--- src/rtl/seg_agu_pkg.sv ---
package seg_agu_pkg;
  localparam int SEG_W   = 16;
  localparam int OFF_W   = 16;
  localparam int SHIFT   = 4;
  localparam int PA_W    = SEG_W + SHIFT;
  localparam int NUM_SEG = 4;
  localparam int SEL_W   = $clog2(NUM_SEG);

  typedef logic [SEG_W-1:0] seg_t;
  typedef logic [OFF_W-1:0] off_t;
  typedef logic [PA_W-1:0]  paddr_t;

  typedef enum logic [SEL_W-1:0] {
    SEL_CODE  = 2'd0,
    SEL_STACK = 2'd1,
    SEL_DATA  = 2'd2,
    SEL_EXTRA = 2'd3
  } seg_sel_e;

  // Segment base shifted left by SHIFT bits, plus the offset.
  // The sum is truncated to PA_W bits, so it wraps modulo 2^PA_W.
  function automatic paddr_t form_paddr(seg_t s, off_t o);
    paddr_t base;
    paddr_t ext;
    base = {s, {SHIFT{1'b0}}};
    ext  = PA_W'(o);
    return base + ext;
  endfunction
endpackage

--- src/rtl/seg_regfile.sv ---
module seg_regfile
  import seg_agu_pkg::*;
#(
  parameter seg_t RESET_CS = 16'hFFFF
) (
  input  logic             clk,
  input  logic             rst_n,
  input  logic             far_ld,
  input  seg_t             far_cs,
  input  logic             wr_en,
  input  logic [SEL_W-1:0] wr_sel,
  input  seg_t             wr_data,
  input  logic [SEL_W-1:0] rd_sel,
  output seg_t             code_seg,
  output seg_t             rd_seg
);
  seg_t             seg_q  [NUM_SEG];
  logic [NUM_SEG-1:0] wr_hit;

  for (genvar g = 0; g < NUM_SEG; g++) begin : g_seg
    if (g == int'(SEL_CODE)) begin : g_code
      // The code segment is loaded only by a far load.
      assign wr_hit[g] = 1'b0;
      always_ff @(posedge clk or negedge rst_n) begin
        if (!rst_n)      seg_q[g] <= RESET_CS;
        else if (far_ld) seg_q[g] <= far_cs;
      end
    end else begin : g_other
      assign wr_hit[g] = wr_en && (wr_sel == SEL_W'(g));
      always_ff @(posedge clk or negedge rst_n) begin
        if (!rst_n)         seg_q[g] <= '0;
        else if (wr_hit[g]) seg_q[g] <= wr_data;
      end
    end
  end

  assign code_seg = seg_q[int'(SEL_CODE)];
  assign rd_seg   = seg_q[rd_sel];

  // a write to a non-code segment lands at the next edge.
  a_r9_seg_write: assert property (@(posedge clk) disable iff (!rst_n)
    (wr_en && wr_sel != SEL_CODE) |=> seg_q[$past(wr_sel)] == $past(wr_data));

  // without a far load the code segment holds.
  a_r10_code_hold: assert property (@(posedge clk) disable iff (!rst_n)
    !far_ld |=> $stable(code_seg));

  // the write decode never selects the code segment.
  a_r10_no_code_hit: assert property (@(posedge clk) disable iff (!rst_n)
    !wr_hit[int'(SEL_CODE)] && $onehot0(wr_hit));
endmodule

--- src/rtl/ip_counter.sv ---
module ip_counter
  import seg_agu_pkg::*;
#(
  parameter off_t RESET_IP = 16'h0000
) (
  input  logic clk,
  input  logic rst_n,
  input  logic far_ld,
  input  off_t far_ip,
  input  logic step,
  output off_t ip,
  output logic wrap_evt
);
  off_t ip_q;
  logic step_take;

  // A far load takes priority over a fetch step.
  assign step_take = step && !far_ld;
  assign wrap_evt  = step_take && (ip_q == '1);

  always_ff @(posedge clk or negedge rst_n) begin
    if (!rst_n)         ip_q <= RESET_IP;
    else if (far_ld)    ip_q <= far_ip;
    else if (step_take) ip_q <= ip_q + off_t'(1);
  end

  assign ip = ip_q;

  // an accepted fetch adds one to the pointer.
  a_r4_step: assert property (@(posedge clk) disable iff (!rst_n)
    (step && !far_ld) |=> ip == off_t'($past(ip) + off_t'(1)));

  // with no fetch and no far load the pointer holds.
  a_r4_hold: assert property (@(posedge clk) disable iff (!rst_n)
    (!step && !far_ld) |=> $stable(ip));

  // a fetch at FFFFh rolls the pointer to zero.
  a_r5_wrap: assert property (@(posedge clk) disable iff (!rst_n)
    wrap_evt |=> ip == '0);

  // a far load places far_ip in the pointer.
  a_r6_far_ip: assert property (@(posedge clk) disable iff (!rst_n)
    far_ld |=> ip == $past(far_ip));

  // a far load that arrives with a fetch still wins.
  a_r7_far_wins: assert property (@(posedge clk) disable iff (!rst_n)
    (far_ld && step) |=> ip == $past(far_ip));
endmodule

--- src/rtl/paddr_unit.sv ---
module paddr_unit
  import seg_agu_pkg::*;
(
  input  seg_t   seg,
  input  off_t   off,
  output paddr_t paddr
);
  assign paddr = form_paddr(seg, off);
endmodule

--- src/rtl/seg_fetch_agu.sv ---
module seg_fetch_agu
  import seg_agu_pkg::*;
#(
  parameter logic [15:0] RESET_CS = 16'hFFFF,
  parameter logic [15:0] RESET_IP = 16'h0000
) (
  input  logic        clk,
  input  logic        rst_n,
  input  logic        fetch_ack,
  input  logic        far_ld,
  input  logic [15:0] far_cs,
  input  logic [15:0] far_ip,
  input  logic        seg_wr_en,
  input  logic [1:0]  seg_wr_sel,
  input  logic [15:0] seg_wr_data,
  input  logic [1:0]  data_sel,
  input  logic [15:0] data_off,
  output logic [19:0] fetch_addr,
  output logic [19:0] data_addr,
  output logic [15:0] code_seg,
  output logic [15:0] instr_ptr
);
  seg_t rd_seg;
  logic ip_wrap;

  seg_regfile #(.RESET_CS(RESET_CS)) i_segs (
    .clk      (clk),
    .rst_n    (rst_n),
    .far_ld   (far_ld),
    .far_cs   (far_cs),
    .wr_en    (seg_wr_en),
    .wr_sel   (seg_wr_sel),
    .wr_data  (seg_wr_data),
    .rd_sel   (data_sel),
    .code_seg (code_seg),
    .rd_seg   (rd_seg)
  );

  ip_counter #(.RESET_IP(RESET_IP)) i_ip (
    .clk      (clk),
    .rst_n    (rst_n),
    .far_ld   (far_ld),
    .far_ip   (far_ip),
    .step     (fetch_ack),
    .ip       (instr_ptr),
    .wrap_evt (ip_wrap)
  );

  paddr_unit i_fetch_pa (.seg(code_seg), .off(instr_ptr), .paddr(fetch_addr));
  paddr_unit i_data_pa  (.seg(rd_seg),   .off(data_off),  .paddr(data_addr));

  // the offset occupies the low nibble unchanged.
  a_r1_low_nibble: assert property (@(posedge clk) disable iff (!rst_n)
    fetch_addr[SHIFT-1:0] == instr_ptr[SHIFT-1:0]);

  // on the first edge after reset the fetch address is the reset vector.
  a_r3_reset_vector: assert property (@(posedge clk)
    $rose(rst_n) |-> (code_seg == RESET_CS && instr_ptr == RESET_IP));

  // a pointer rollover leaves the code segment in place.
  a_r5_cs_kept: assert property (@(posedge clk) disable iff (!rst_n)
    ip_wrap |=> $stable(code_seg));

  // a far load places far_cs in the code segment.
  a_r6_far_cs: assert property (@(posedge clk) disable iff (!rst_n)
    far_ld |=> code_seg == $past(far_cs));

  // the data port with the code select agrees with the fetch path.
  a_r8_data_code: assert property (@(posedge clk) disable iff (!rst_n)
    (data_sel == SEL_CODE && data_off == instr_ptr) |-> data_addr == fetch_addr);
endmodule

--- config.mk ---
export PLATFORM = sky130hd
export DESIGN_NAME = seg_fetch_agu
export DESIGN_NICKNAME = d
export VERILOG_FILES = /design/src/rtl/seg_agu_pkg.sv /design/src/rtl/seg_regfile.sv /design/src/rtl/ip_counter.sv /design/src/rtl/paddr_unit.sv /design/src/rtl/seg_fetch_agu.sv
export SDC_FILE = /design/constraint.sdc
export NUM_CORES = 1
export LEC_CHECK = 0
export BUFFER_PORTS_ARGS = -buffer_cell sky130_fd_sc_hd__buf_2
export CAP_MARGIN = 20
export CORE_AREA = 2 2 114 116
export DETAILED_ROUTE_END_ITERATION = 8
export DIE_AREA = 0 0 116 118
export PLACE_DENSITY_LB_ADDON = 0.12
export SYNTH_ARGS = -nofsm -noshare
export SYNTH_HDL_FRONTEND = slang
export SYNTH_SLANG_ARGS = --single-unit
export TNS_END_PERCENT = 20
--- constraint.sdc ---
create_clock -name clk -period 4.5 [get_ports clk]
set_input_delay 0.45 -clock clk [delete_from_list [all_inputs] [get_ports clk]]
set_output_delay 0.45 -clock clk [all_outputs]
set_load 0.01 [all_outputs]
Word level (Yosys, flattened, before mapping) --
Cells that the tools add are included.
Word-level totals: input port bits 73, output and inout port bits 72, bits in registers 80, word-level logic and storage cells 24
Cells by class: order comparisons 1, muxes and demuxes 5, bitwise logic cells 1, $add $sub $neg 3, reductions and logical operators 6, eq/ne operators 3
Operators with widths (count):
- two-way mux 16 bit | 4
- adder 20 x 16 -> 20 bit | 2
- binary-select mux 16 bit (select 2 bit) | 1
- adder 16 x 1 -> 16 bit, second input constant | 1
- equality test 2 bit, second input constant | 2
- logical AND 1 bit | 4
- greater-or-equal comparator 3 bit, second input constant | 1
- NOT 2 -> 3 bit | 1
- equality test 2 x 1 -> 1 bit, second input constant | 1
- nonzero test 2 bit | 1
- logical NOT 1 bit | 1

Logic depth before layout (Yosys ltp) --
Gate-level depths: netlist of the first run.
depth after elaboration 5, mapped depth 11, depth with buffers taken out 10

Hierarchy --
A second synthesis of the first run with hierarchy kept.
Unflattened totals: cells, all modules 483, area total of the unflattened synthesis 5550.3 um^2
By module, submodules not included:
- seg_regfile | seq. area each 1621.6 um^2, instances 1, cells an instance 172, area an instance 3026.7 um^2
- paddr_unit | seq. area each 0.0 um^2, instances 2, cells an instance 108, area an instance 820.8 um^2
- ip_counter | seq. area each 400.4 um^2, instances 1, cells an instance 95, area an instance 882.1 um^2

Worst setup path after synthesis of the first run --
Ideal clock, no wire load.
path type in2out, from input data_sel[0], to output data_addr[16], slack 1.258 ns, buffers on the path 2, data required time 4.050 ns, arrival time 2.792 ns, stages on the path 10, path through buf_6 buf_2 mux4_2 ha_1 o211ai_2 a21oi_1 a211oi_2 o221ai_2 a31oi_1 xnor2_1
On the way: longest elaborated chain between the ends 5
RTL lines:
- from (decl) | line seg_fetch_agu.sv:16 | input logic [1:0] data_sel,
- NOT 2 -> 3 bit (implied by the code) | line seg_regfile.sv:38 | assign rd_seg = seg_q[rd_sel];
- binary-select mux 16 bit (select 2 bit) | line seg_regfile.sv:38
- two-way mux 16 bit (implied by the code) (2 in a row) | line seg_regfile.sv:38
- adder 20 x 16 -> 20 bit | line seg_agu_pkg.sv:27 | return base + ext;
- to (decl) | line seg_fetch_agu.sv:19 | output logic [19:0] data_addr,
No other way between the ends. The select of a mux whose other input is x is not followed.

Worst setup path after layout of the first run --
Same ends and word-level chain as after synthesis.

==> metrics.csv, run 1 <==
stage;metric;value;unit
clocking;H-tree levels;3;
drt;Via density;5.085;
global_routing;Total GRT Usage;0.1839;
layout;Multi-input gate area;2620;um2
setup_path;worst flop-to-flop path startpoint;i_ip.ip[5];
synth;syn avg cell area;11.78;um2
clocking;clk root buf;clkbuf_16;
floorplanning;initial core utilization;0.3957;
layout;Diodes inserted;0;
setup_path;Worst EP required;4.05;ns
pwr;internal power;0.001727;W
floorplanning;die area;13690;um2
floorplanning;Die Span Y;118;um
global_routing;global-route wire length before repair;19110;um
synth;synthesized cell area;4912;um2
pwr;Worst VDD drop;0.2235;mV
global_routing;initial antenna violation count;1;
synth;sequential area share after synthesis;0.4116;
clocking;maximum root-to-sink buffer count;2;
synth;post-synthesis register bit count;80;
setup_path;crit-path max cell delay;0.56;ns
global_routing;vias in the first global route;3629;
sta;max-slew violation count;0;
layout;Synth-to-Final Area Change;20.20;%
synth;Synth async-reset ratio;1.000;
drt;starting DRC count in detailed routing;163;
setup_path;slowest CP cell;mux4_2;
setup_path;RR Endpoint;i_ip.ip[13];
global_routing;largest net degree at the start of global routing;81;
clocking;Hold-fix buffers, CTS;0;
setup_path;cells along the critical path;buf_2 -> mux4_2 -> ha_1 -> inv_1 -> fa_1 -> or2b_1 -> a21oi_1 -> a211oi_2 -> o221ai_2 -> a31oi_1 -> xnor2_1 -> buf_2;
worst_hold_path;worst hold path type;input pin to asynchronous set/reset pin;
status;status;complete, no violations;
sta;Max Freq;277.5;MHz
sta;Least-Margin Pin Slew;0.9883;ns
sta;setup violators final;0;
sta;crit path time final;3.603;ns
setup_path;CP dominant cell by count;buf_2;
clocking;Worst-path clk slew;0.06;ns
synth;Netlist cell types;45;
layout;register area;2022;um2
pwr;Comb pwr share;0.337;
clocking;CTS tree;done;
sta;RSZ-0062 raised after global routing;false;
setup_path;CP Capture Type;output pin;
clocking;Skew-Pair Late Insertion Delay;0.34;ns
setup_path;largest fanout on the critical path;12;
floorplanning;Die W;116;um
synth;Synth Flop Type;dfrtp_1;
pwr;Sequential Power Share;0.366;
clocking;postcts setup bufs;0;
synth;EDFF count, synth;0;
clocking;CTS Buf Count;9;
setup_path;Crit Path Class;input pin to output pin;
global_routing;residual overflow from global routing;0;
sta;Tcrit/Tclk final;0.8007;
clocking;clk sink count;80;
setup_path;Worst R2R Setup Slack;2.85;ns
drt;DR vias;3590;
floorplanning;Cell Rows;41;
sta;Hold Violations, Final;0;
sta;Layout Skew;0.001248;ns
synth;Post-Syn Nets;517;
drt;# DRC;0;
place;Placer Congestion;0.7741;
pwr;switching share of total power;0.3210;
pwr;Clk pwr share;0.297;
sta;Slew headroom;0.3391;
synth;synth warn;0;
drt;WL final;12120;um
sta;Final Worst Setup Slack;0.8968;ns
sta;setup TNS;0;ns
drt;post-DR wirelength/cell;17.17;um
drt;Routed Antenna Nets;0;
setup_path;crit path DAT;3.15;ns
pwr;Psw;0.0008163;W
synth;area leader, netlist;dfrtp_1;
clocking;post-CTS resize count;0;
flow_run;Max-cap violations;0;
place;HPWL Detailed;9147;um
layout;share of layout cells above drive strength 1;0.4813;
layout;Fill cells;1201;
place;Post-Place Setup Slack;0.8705;ns
floorplanning;core area;12410;um2
synth;Synth top area share;0.3260;
pwr;PwrDens;430.7;nW/um2
setup_path;Critical Path Source Type;input pin;
synth;ranking of synthesized cells by area;dfrtp_1 33%, mux2_2 15%, dfstp_2 8.6%;
floorplanning;I/O pin cnt;145;
pwr;Lkg Pwr;2.677;nW
drt;DR pass1 iterations;4;
place;number of I/O port buffers;136;
layout;nets;630;
synth;Synth Instances;417;
setup_path;R2R cell count;6;
## Yosys cell counts, types with 2 or more instances
cell type / number
dfstp_2: 16
fa_1: 2
clkbuf_1: 6
nand2_1: 39
buf_4: 24
o21ai_0: 23
mux2_2: 64
and3_1: 3
nand3b_1: 2
dfrtp_1: 64
o21ai_1: 2
inv_1: 6
a211oi_1: 2
xor2_1: 20
o211ai_2: 2
nor2_1: 9
ha_1: 25
mux4_2: 15
nand2b_1: 2
nand4_1: 8
a31oi_1: 6
xnor2_1: 22
a21oi_1: 18
nand3_1: 8
buf_2: 4
a21o_1: 5
o221ai_2: 2
## kinds of logic after synthesis
logic type,count (synthesis),share of synthesized area
adders and majority gates,27,0.07183
DFF,80,0.4116
muxes,81,0.2229
xor gates and xnor gates,42,0.07488
and+or+nand+nor,79,0.07922
buffers and inverters,42,0.05502
AOI/OAI and AO/OA,66,0.08457
## worst max path at each step
stage	start	end	depth (start not counted)
after detailed placement	data_sel[0]	data_addr[16]	12
after floorplan	data_sel[0]	data_addr[16]	10
after global routing	data_sel[0]	data_addr[16]	12
final	data_sel[0]	data_addr[16]	12
after CTS	data_sel[0]	data_addr[16]	12
after global placement	data_sel[0]	data_addr[16]	12
## metrics by stage
stage,instance area (um2),std cells,utilization,hold slack [ns],total power [W]
after CTS,5877,705,0.4734,0.3048,0.002578
after global placement,5570,690,0.4487,0.4803,0.001790
final,5904,706,0.4756,0.03952,0.002543
after global routing,5904,706,0.4756,0.06233,0.002699
after detailed placement,5570,690,0.4487,0.4885,0.001806
after floorplan,4912,417,-,0.1544,0.001511
## layout by cell type (no fill, tap or decap), types with 3 or more instances in the layout
| cell type | n |
|---|---|
| a21o_1 | 5 |
| a21oi_1 | 18 |
| a31oi_1 | 6 |
| and3_1 | 3 |
| buf_2 | 135 |
| clkbuf_16 | 9 |
| clkbuf_8 | 3 |
| dfrtp_1 | 64 |
| dfstp_2 | 16 |
| ha_1 | 25 |
| inv_1 | 6 |
| mux2_2 | 64 |
| mux4_2 | 15 |
| nand2_1 | 39 |
| nand3_1 | 8 |
| nand4_1 | 8 |
| nor2_1 | 9 |
| o21ai_0 | 23 |
| xnor2_1 | 22 |
| xor2_1 | 20 |
## critical path: cells and delay by family
family                   cells  cell delay, ns
AO/OA/AOI/OAI                4            0.84
XOR/XNOR                     1            0.15
adder cells (fa/ha/maj)      2            0.41
buffers and inverters        3            0.60
multiplexers                 1            0.56
AND/OR/NAND/NOR              1            0.13
## layout make-up
type,count,area share
Clock inverter,3,0.006781
Sequential cell,80,0.3424
Timing Repair Buffer,138,0.1216
Inverter,6,0.003814
Tap cell,172,0.03645
Clock buffer,12,0.04514
Multi-Input combinational cell,295,0.4437
## state kept, by name (all words and copies together), names as in the netlist
signal           flops
i_ip.ip             16
i_segs.seg_q        48
i_segs.code_seg     16
## power groups by stage
| stage | Sequential (W) | Combinational, W | Clock [W] |
|---|---|---|---|
| 2_1_floorplan | 0.000916 | 0.000595 | 0 |
| 3_3_place_gp | 0.000938 | 0.000853 | 0 |
| 3_5_place_dp | 0.000945 | 0.000862 | 0 |
| 4_1_cts | 0.000932 | 0.000868 | 0.000778 |
| 5_1_grt | 0.000947 | 0.000942 | 0.000810 |
| 6_report | 0.000931 | 0.000858 | 0.000755 |
## layer usage
metal | share of wire | vias to the layer above | wire length (um) | track usage
met5 | 0 | - | 0 | 0
met4 | 0.014 | 0 | 175 | 0.05580
met3 | 0.056 | 13 | 681 | 0.04737
met2 | 0.48 | 100 | 5856 | 0.2990
met1 | 0.45 | 1754 | 5406 | 0.2399
li1 | - | 1723 | - | -
Note: power is estimated with default switching activity, not from simulation.
==> run 2, diff against run 1 <==
clock period = 3.1 ns   (was 4.5 ns; I/O delays follow)
==> metrics.csv, run 2 (synthesis gave the netlist of run 1 again) <==
stage;metric;value;unit
clocking;CTS Buf Count;9;
clocking;H-tree levels;3;
clocking;maximum root-to-sink buffer count;2;
global_routing;global-route wire length before repair;19910;um
sta;Final Worst Setup Slack;-0.01510;ns
drt;post-DR wirelength/cell;17.34;um
floorplanning;Die W;116;um
floorplanning;core area;12410;um2
floorplanning;die area;13690;um2
drt;Routed Antenna Nets;0;
place;Placer Congestion;0.8288;
pwr;PwrDens;637.0;nW/um2
clocking;CTS tree;done;
clocking;Worst-path clk slew;0.06;ns
setup_path;Worst EP required;2.79;ns
layout;commonest non-fill, non-tap cell in the layout;buf_2;
layout;Top reg by flops;i_segs.seg_q;
pwr;Clk pwr share;0.313;
sta;Least-Margin Pin Slew;0.8401;ns
global_routing;vias in the first global route;3802;
layout;final core occ;0.4985;
floorplanning;I/O pin cnt;145;
layout;number of flip-flops in the largest register;48;
pwr;Worst VDD drop;0.2897;mV
pwr;Lkg Pwr;2.782;nW
drt;WL final;12560;um
layout;share of layout cells above drive strength 1;0.5145;
sta;max-slew violation count;0;
floorplanning;Die Span Y;118;um
setup_path;crit-path max cell delay;0.55;ns
setup_path;crit path DAT;2.81;ns
setup_path;cells along the critical path;mux4_2 -> ha_4 -> inv_2 -> fa_2 -> or2b_1 -> a21oi_2 -> a211oi_4 -> o21ai_0 -> xor2_1 -> buf_2;
flow_run;Max-cap violations;0;
global_routing;initial antenna violation count;0;
setup_path;Critical Path Source Type;flip-flop;
pwr;switching share of total power;0.3146;
sta;Layout Skew;0.004709;ns
setup_path;CP Capture Type;output pin;
drt;starting DRC count in detailed routing;156;
drt;Via density;5.081;
layout;commonest cells after routing, fill and taps aside;135 x buf_2, 64 x mux2_2, 64 x dfrtp_1;
sta;setup violators final;1;
layout;Multi-input gate area;2718;um2
clocking;Skew-Pair Late Insertion Delay;0.34;ns
setup_path;Worst R2R Setup Slack;1.45;ns
setup_path;worst path buffer plus inverter count;2;
setup_path;largest fanout on the critical path;4;
status;failing checks;negative setup slack;
global_routing;largest net degree at the start of global routing;81;
sta;Max Freq;321.0;MHz
floorplanning;initial core utilization;0.3957;
setup_path;slowest CP cell;dfstp_2;
place;Post-Place Setup Slack;-0.04439;ns
drt;DR vias;3679;
setup_path;Crit Path Class;flip-flop to output pin;
status;status;finished, violations left;
sta;Tcrit/Tclk final;1.005;
pwr;Psw;0.001240;W
worst_hold_path;worst hold path type;input pin to flip-flop;
pwr;Comb pwr share;0.344;
layout;register area;2022;um2
sta;RSZ-0062 raised after global routing;true;
clocking;clk sink count;80;
sta;crit path time final;3.115;ns
layout;nets;647;
layout;Fill cells;1180;
floorplanning;Cell Rows;41;
layout;Diodes inserted;0;
pwr;internal power;0.002702;W
sta;Hold Violations, Final;0;
place;HPWL Detailed;9405;um
layout;Synth-to-Final Area Change;25.98;%
setup_path;critical path's top delay family;flip-flops;
sta;Slew headroom;0.4399;
global_routing;Total GRT Usage;0.1894;
place;number of I/O port buffers;136;
clocking;clk root buf;clkbuf_16;
drt;# DRC;0;
drt;DR pass1 iterations;4;
pwr;Sequential Power Share;0.343;
global_routing;residual overflow from global routing;0;
==> run 2: layout make-up <==
class | instances | area share
Multi-Input combinational cell | 295 | 0.4391
Timing Repair Buffer | 155 | 0.1397
Clock buffer | 11 | 0.03922
Inverter | 6 | 0.003639
Clock inverter | 5 | 0.01678
Sequential cell | 80 | 0.3267
Tap cell | 172 | 0.03478
==> run 2: worst paths after layout <==
kind,from,to,cells past startpoint
worst max-delay path,i_segs.code_seg[0],data_addr[12],10
worst min-delay path,far_ip[9],i_ip.ip[9],3
worst max register to register,i_ip.ip[5],i_ip.ip[13],6
worst min register to register,i_segs.seg_q[44],i_segs.seg_q[44],1
max in group asynchronous,rst_n,i_segs.code_seg[9],3
min in group asynchronous,rst_n,i_ip.ip[8],2
==> run 2: through the flow <==
| step | area, um2 | hold slack [ns] | power, W | setup TNS [ns] | cells |
|---|---|---|---|---|---|
| after floorplan | 4912 | 0.01441 | 0.002193 | 0 | 417 |
| after global placement | 5680 | 0.4809 | 0.002637 | -0.007728 | 703 |
| after detailed placement | 5680 | 0.4881 | 0.002657 | -0.09790 | 703 |
| after CTS | 6108 | 0.1651 | 0.003959 | -0.05727 | 721 |
| after global routing | 6188 | 0.1874 | 0.004167 | -0.6704 | 724 |
| final | 6188 | 0.1770 | 0.003942 | -0.01510 | 724 |
==> run 2: power by group through the flow <==
stage	combinational, W	sequential, W	clock, W
2_1_floorplan	0.000863	0.00133	0
3_3_place_gp	0.00127	0.00136	0
3_5_place_dp	0.00129	0.00137	0
4_1_cts	0.00134	0.00135	0.00127
5_1_grt	0.00148	0.00137	0.00132
6_report	0.00136	0.00135	0.00123
==> run 2: worst reg2reg max path, cell delays in order, from the launching register on <==
cell,delay (ns)
dfrtp_1,0.48
and3_1,0.26
nand4_1,0.20
nor2_1,0.21
nand3_1,0.11
xor2_1,0.15
o21ai_0,0.14
==> run 2: what timing repair did <==
item,4_1_cts,5_1_grt
cloned,0,0
hold endpoints to repair,0,13
resized for setup,13,4
pin swaps,8,6
hold buffers,0,1
setup buffers,2,1
setup endpoints to repair,8,8
==> run 2: per-layer routing <==
metal  wire length (um)  up-vias  global-route usage
li1                   -     1753                   -
met2               6084       95              0.3059
met3                588       10             0.03244
met4                146        0             0.06250
met1               5737     1821              0.2570
met5                  0        -                   0
==> run 3, diff against run 2 <==
ABC_AREA = 1   (was not set)
CORE_AREA = 2 2 120 122   (was 2 2 114 116)
DIE_AREA = 0 0 122 124   (was 0 0 116 118)
==> metrics.csv, run 3 <==
stage;metric;value;unit
drt;starting DRC count in detailed routing;209;
pwr;Clk pwr share;0.335;
layout;commonest non-fill, non-tap cell in the layout;nand2_1;
sta;Hold Violations, Final;0;
setup_path;RR Endpoint;i_ip.ip[10];
floorplanning;core area;13720;um2
synth;Post-synth top cells;220 x nand2_1, 88 x o21ai_0, 65 x inv_1;
layout;Fill cells;1433;
pwr;Comb pwr share;0.306;
global_routing;Total GRT Usage;0.2166;
synth;synthesized cell area;5428;um2
global_routing;vias in the first global route;5151;
drt;DR vias;5199;
layout;fin cells;1037;
layout;share of layout cells above drive strength 1;0.2299;
floorplanning;initial core utilization;0.3956;
layout;number of flip-flops in the largest register;48;
clocking;CTS tree;done;
layout;Diodes inserted;0;
worst_hold_path;worst hold path type;input pin to flip-flop;
synth;Synth top area share;0.2951;
sta;Least-Margin Pin Slew;0.9962;ns
floorplanning;Die Span Y;124;um
synth;Post-Syn Nets;841;
global_routing;initial antenna violation count;0;
worst_hold_path;hold_sp;far_cs[0];
floorplanning;I/O pin cnt;145;
clocking;Worst-path clk slew;0.06;ns
clocking;clk root buf;clkbuf_16;
clocking;clk sink count;80;
layout;final core occ;0.4745;
synth;Synth Instances;741;
flow_run;Max-cap violations;0;
drt;Via density;5.014;
setup_path;Worst EP required;2.79;ns
worst_hold_path;Hold Path Sink;i_segs.code_seg[0];
global_routing;global-route wire length before repair;25320;um
floorplanning;Cell Rows;43;
setup_path;worst flop-to-flop path startpoint;i_ip.ip[0];
place;number of I/O port buffers;136;
setup_path;crit path DAT;2.58;ns
layout;Top reg by flops;i_segs.seg_q;
sta;Layout Skew;0.003945;ns
worst_hold_path;worst hold path stage count;3;
synth;ranking of synthesized cells by area;dfrtp_1 30%, nand2_1 15%, o21ai_0 8.1%;
floorplanning;Die W;122;um
sta;setup violators final;0;
place;HPWL Detailed;12380;um
clocking;CTS Buf Count;9;
setup_path;CP Capture Type;output pin;
pwr;internal power;0.002443;W
clocking;H-tree levels;3;
drt;Routed Antenna Nets;0;
synth;Netlist cell types;40;
sta;crit path time final;2.889;ns
drt;# DRC;0;
synth;syn avg cell area;7.325;um2
synth;cell with the most instances after synthesis;nand2_1;
global_routing;largest net degree at the start of global routing;81;
pwr;Worst VDD drop;0.3029;mV
status;status;complete, no violations;
layout;commonest cells after routing, fill and taps aside;220 x nand2_1, 135 x buf_2, 87 x o21ai_0;
clocking;Skew-Pair Late Insertion Delay;0.34;ns
pwr;switching share of total power;0.3432;
layout;Synth-to-Final Area Change;19.94;%
place;placed cells;1018;
pwr;Sequential Power Share;0.360;
clocking;maximum root-to-sink buffer count;2;
synth;sequential area share after synthesis;0.3725;
synth;Synth Flop Type;dfrtp_1;
drt;DR pass1 iterations;7;
pwr;Psw;0.001277;W
drt;post-DR wirelength/cell;15.24;um
synth;area leader, netlist;dfrtp_1;
setup_path;Critical Path Source Type;flip-flop;
synth;Synth async-reset ratio;1.000;
pwr;Lkg Pwr;3.398;nW
synth;synth warn;0;
setup_path;Crit Path Class;flip-flop to output pin;
sta;max-slew violation count;0;
drt;WL final;15800;um
sta;Max Freq;346.1;MHz
floorplanning;die area;15130;um2
setup_path;R2R cell count;6;
setup_path;Worst R2R Setup Slack;1.56;ns
sta;Slew headroom;0.3342;
layout;nets;952;
place;Placer Congestion;0.9371;
synth;EDFF count, synth;0;
sta;Tcrit/Tclk final;0.9320;
global_routing;residual overflow from global routing;0;
synth;post-synthesis register bit count;80;
setup_path;largest fanout on the critical path;4;
pwr;PwrDens;571.4;nW/um2
run 3: cell types whose count changed in the layout (fill, tap and decap cells not counted), sizes merged, moves of 5 or more:
cell,previous run,this run
nor2,9,64
a22oi,0,8
inv,6,68
nand2,39,224
xnor2,22,6
mux4,16,0
o22ai,1,11
a21oi,18,23
o21ai,25,90
nand3,8,40
buf,154,147
mux2,64,0
run 3: critical path, stage by stage, from the launching register on:
cell     delay, ns
dfstp_2       0.57
inv_1         0.09
nor2_1        0.09
inv_1         0.05
a32oi_2       0.18
inv_1         0.09
fa_2          0.38
inv_1         0.08
a31oi_1       0.13
o21ai_2       0.18
nand2_1       0.09
nand2_1       0.07
nand2_1       0.04
nand2_1       0.05
buf_2         0.12
run 3: routing by layer:
layer / up-vias / track usage / part of all wire
li1: 2624 / - / -
met1: 2408 / 0.2712 / 0.44
met2: 148 / 0.3750 / 0.48
met3: 19 / 0.04167 / 0.054
met4: 0 / 0.07399 / 0.019
met5: - / 0 / 0
run 3: cell type report:
| class | instances | area, um2 | area share |
|---|---|---|---|
| Multi-Input combinational cell | 546 | 2865 | 0.4401 |
| Sequential cell | 80 | 2022 | 0.3106 |
| Timing Repair Buffer | 148 | 795.8 | 0.1222 |
| Inverter | 67 | 256.5 | 0.03940 |
| Clock buffer | 10 | 229.0 | 0.03517 |
| Tap cell | 180 | 225.2 | 0.03460 |
| Clock inverter | 6 | 116.4 | 0.01787 |
run 3: power groups by stage:
| stage | clock [W] | combinational, W | sequential (W) |
|---|---|---|---|
| after global placement | 0 | 0.00111 | 0.00136 |
| after global routing | 0.00131 | 0.00130 | 0.00136 |
| after detailed placement | 0 | 0.00113 | 0.00136 |
| final | 0.00124 | 0.00114 | 0.00134 |
| after CTS | 0.00127 | 0.00113 | 0.00134 |
| after floorplan | 0 | 0.000756 | 0.00131 |
run 3: cells by family (layout without fill, tap and decap cells):
family / Yosys count / after routing / synth area share
AOI/OAI and AO/OA: 149 / 149 / 0.1517
buffers and inverters: 115 / 231 / 0.1030
adders and majority gates: 27 / 27 / 0.06501
and+or+nand+nor: 342 / 342 / 0.2626
DFF: 80 / 80 / 0.3725
xor gates and xnor gates: 28 / 28 / 0.04518
run 3: timing repair:
| item | 4_1_cts | 5_1_grt |
|---|---|---|
| hold endpoints to repair | 0 | 14 |
| setup buffers | 0 | 1 |
| hold buffers | 0 | 1 |
| gates resized for setup | 1 | 4 |
| setup endpoints to repair | 2 | 5 |
| pin swaps | 0 | 1 |
run 3: stage by stage:
stage / setup TNS (ns) / setup WS [ns] / cell area [um2] / hold WS [ns] / total power, W
CTS: 0 / 0.007123 / 6446 / 0.1516 / 0.003743
floorplan: 0 / 0.5253 / 5428 / 0.01441 / 0.002069
global placement: 0 / 0.2960 / 6101 / 0.4650 / 0.002469
global route: -0.01251 / -0.01251 / 6510 / 0.1646 / 0.003967
detailed placement: 0 / 0.2854 / 6101 / 0.4685 / 0.002481
finish: 0 / 0.2108 / 6510 / 0.1606 / 0.003720
run 3: how the worst max path moves through the flow:
stage | start | to | cells past startpoint
final | i_segs.code_seg[1] | data_addr[16] | 14
after CTS | i_segs.code_seg[1] | data_addr[16] | 14
after detailed placement | data_sel[1] | data_addr[16] | 15
after global placement | i_segs.code_seg[1] | data_addr[16] | 14
after global routing | i_segs.code_seg[1] | data_addr[18] | 14
after floorplan | data_sel[0] | data_addr[16] | 15
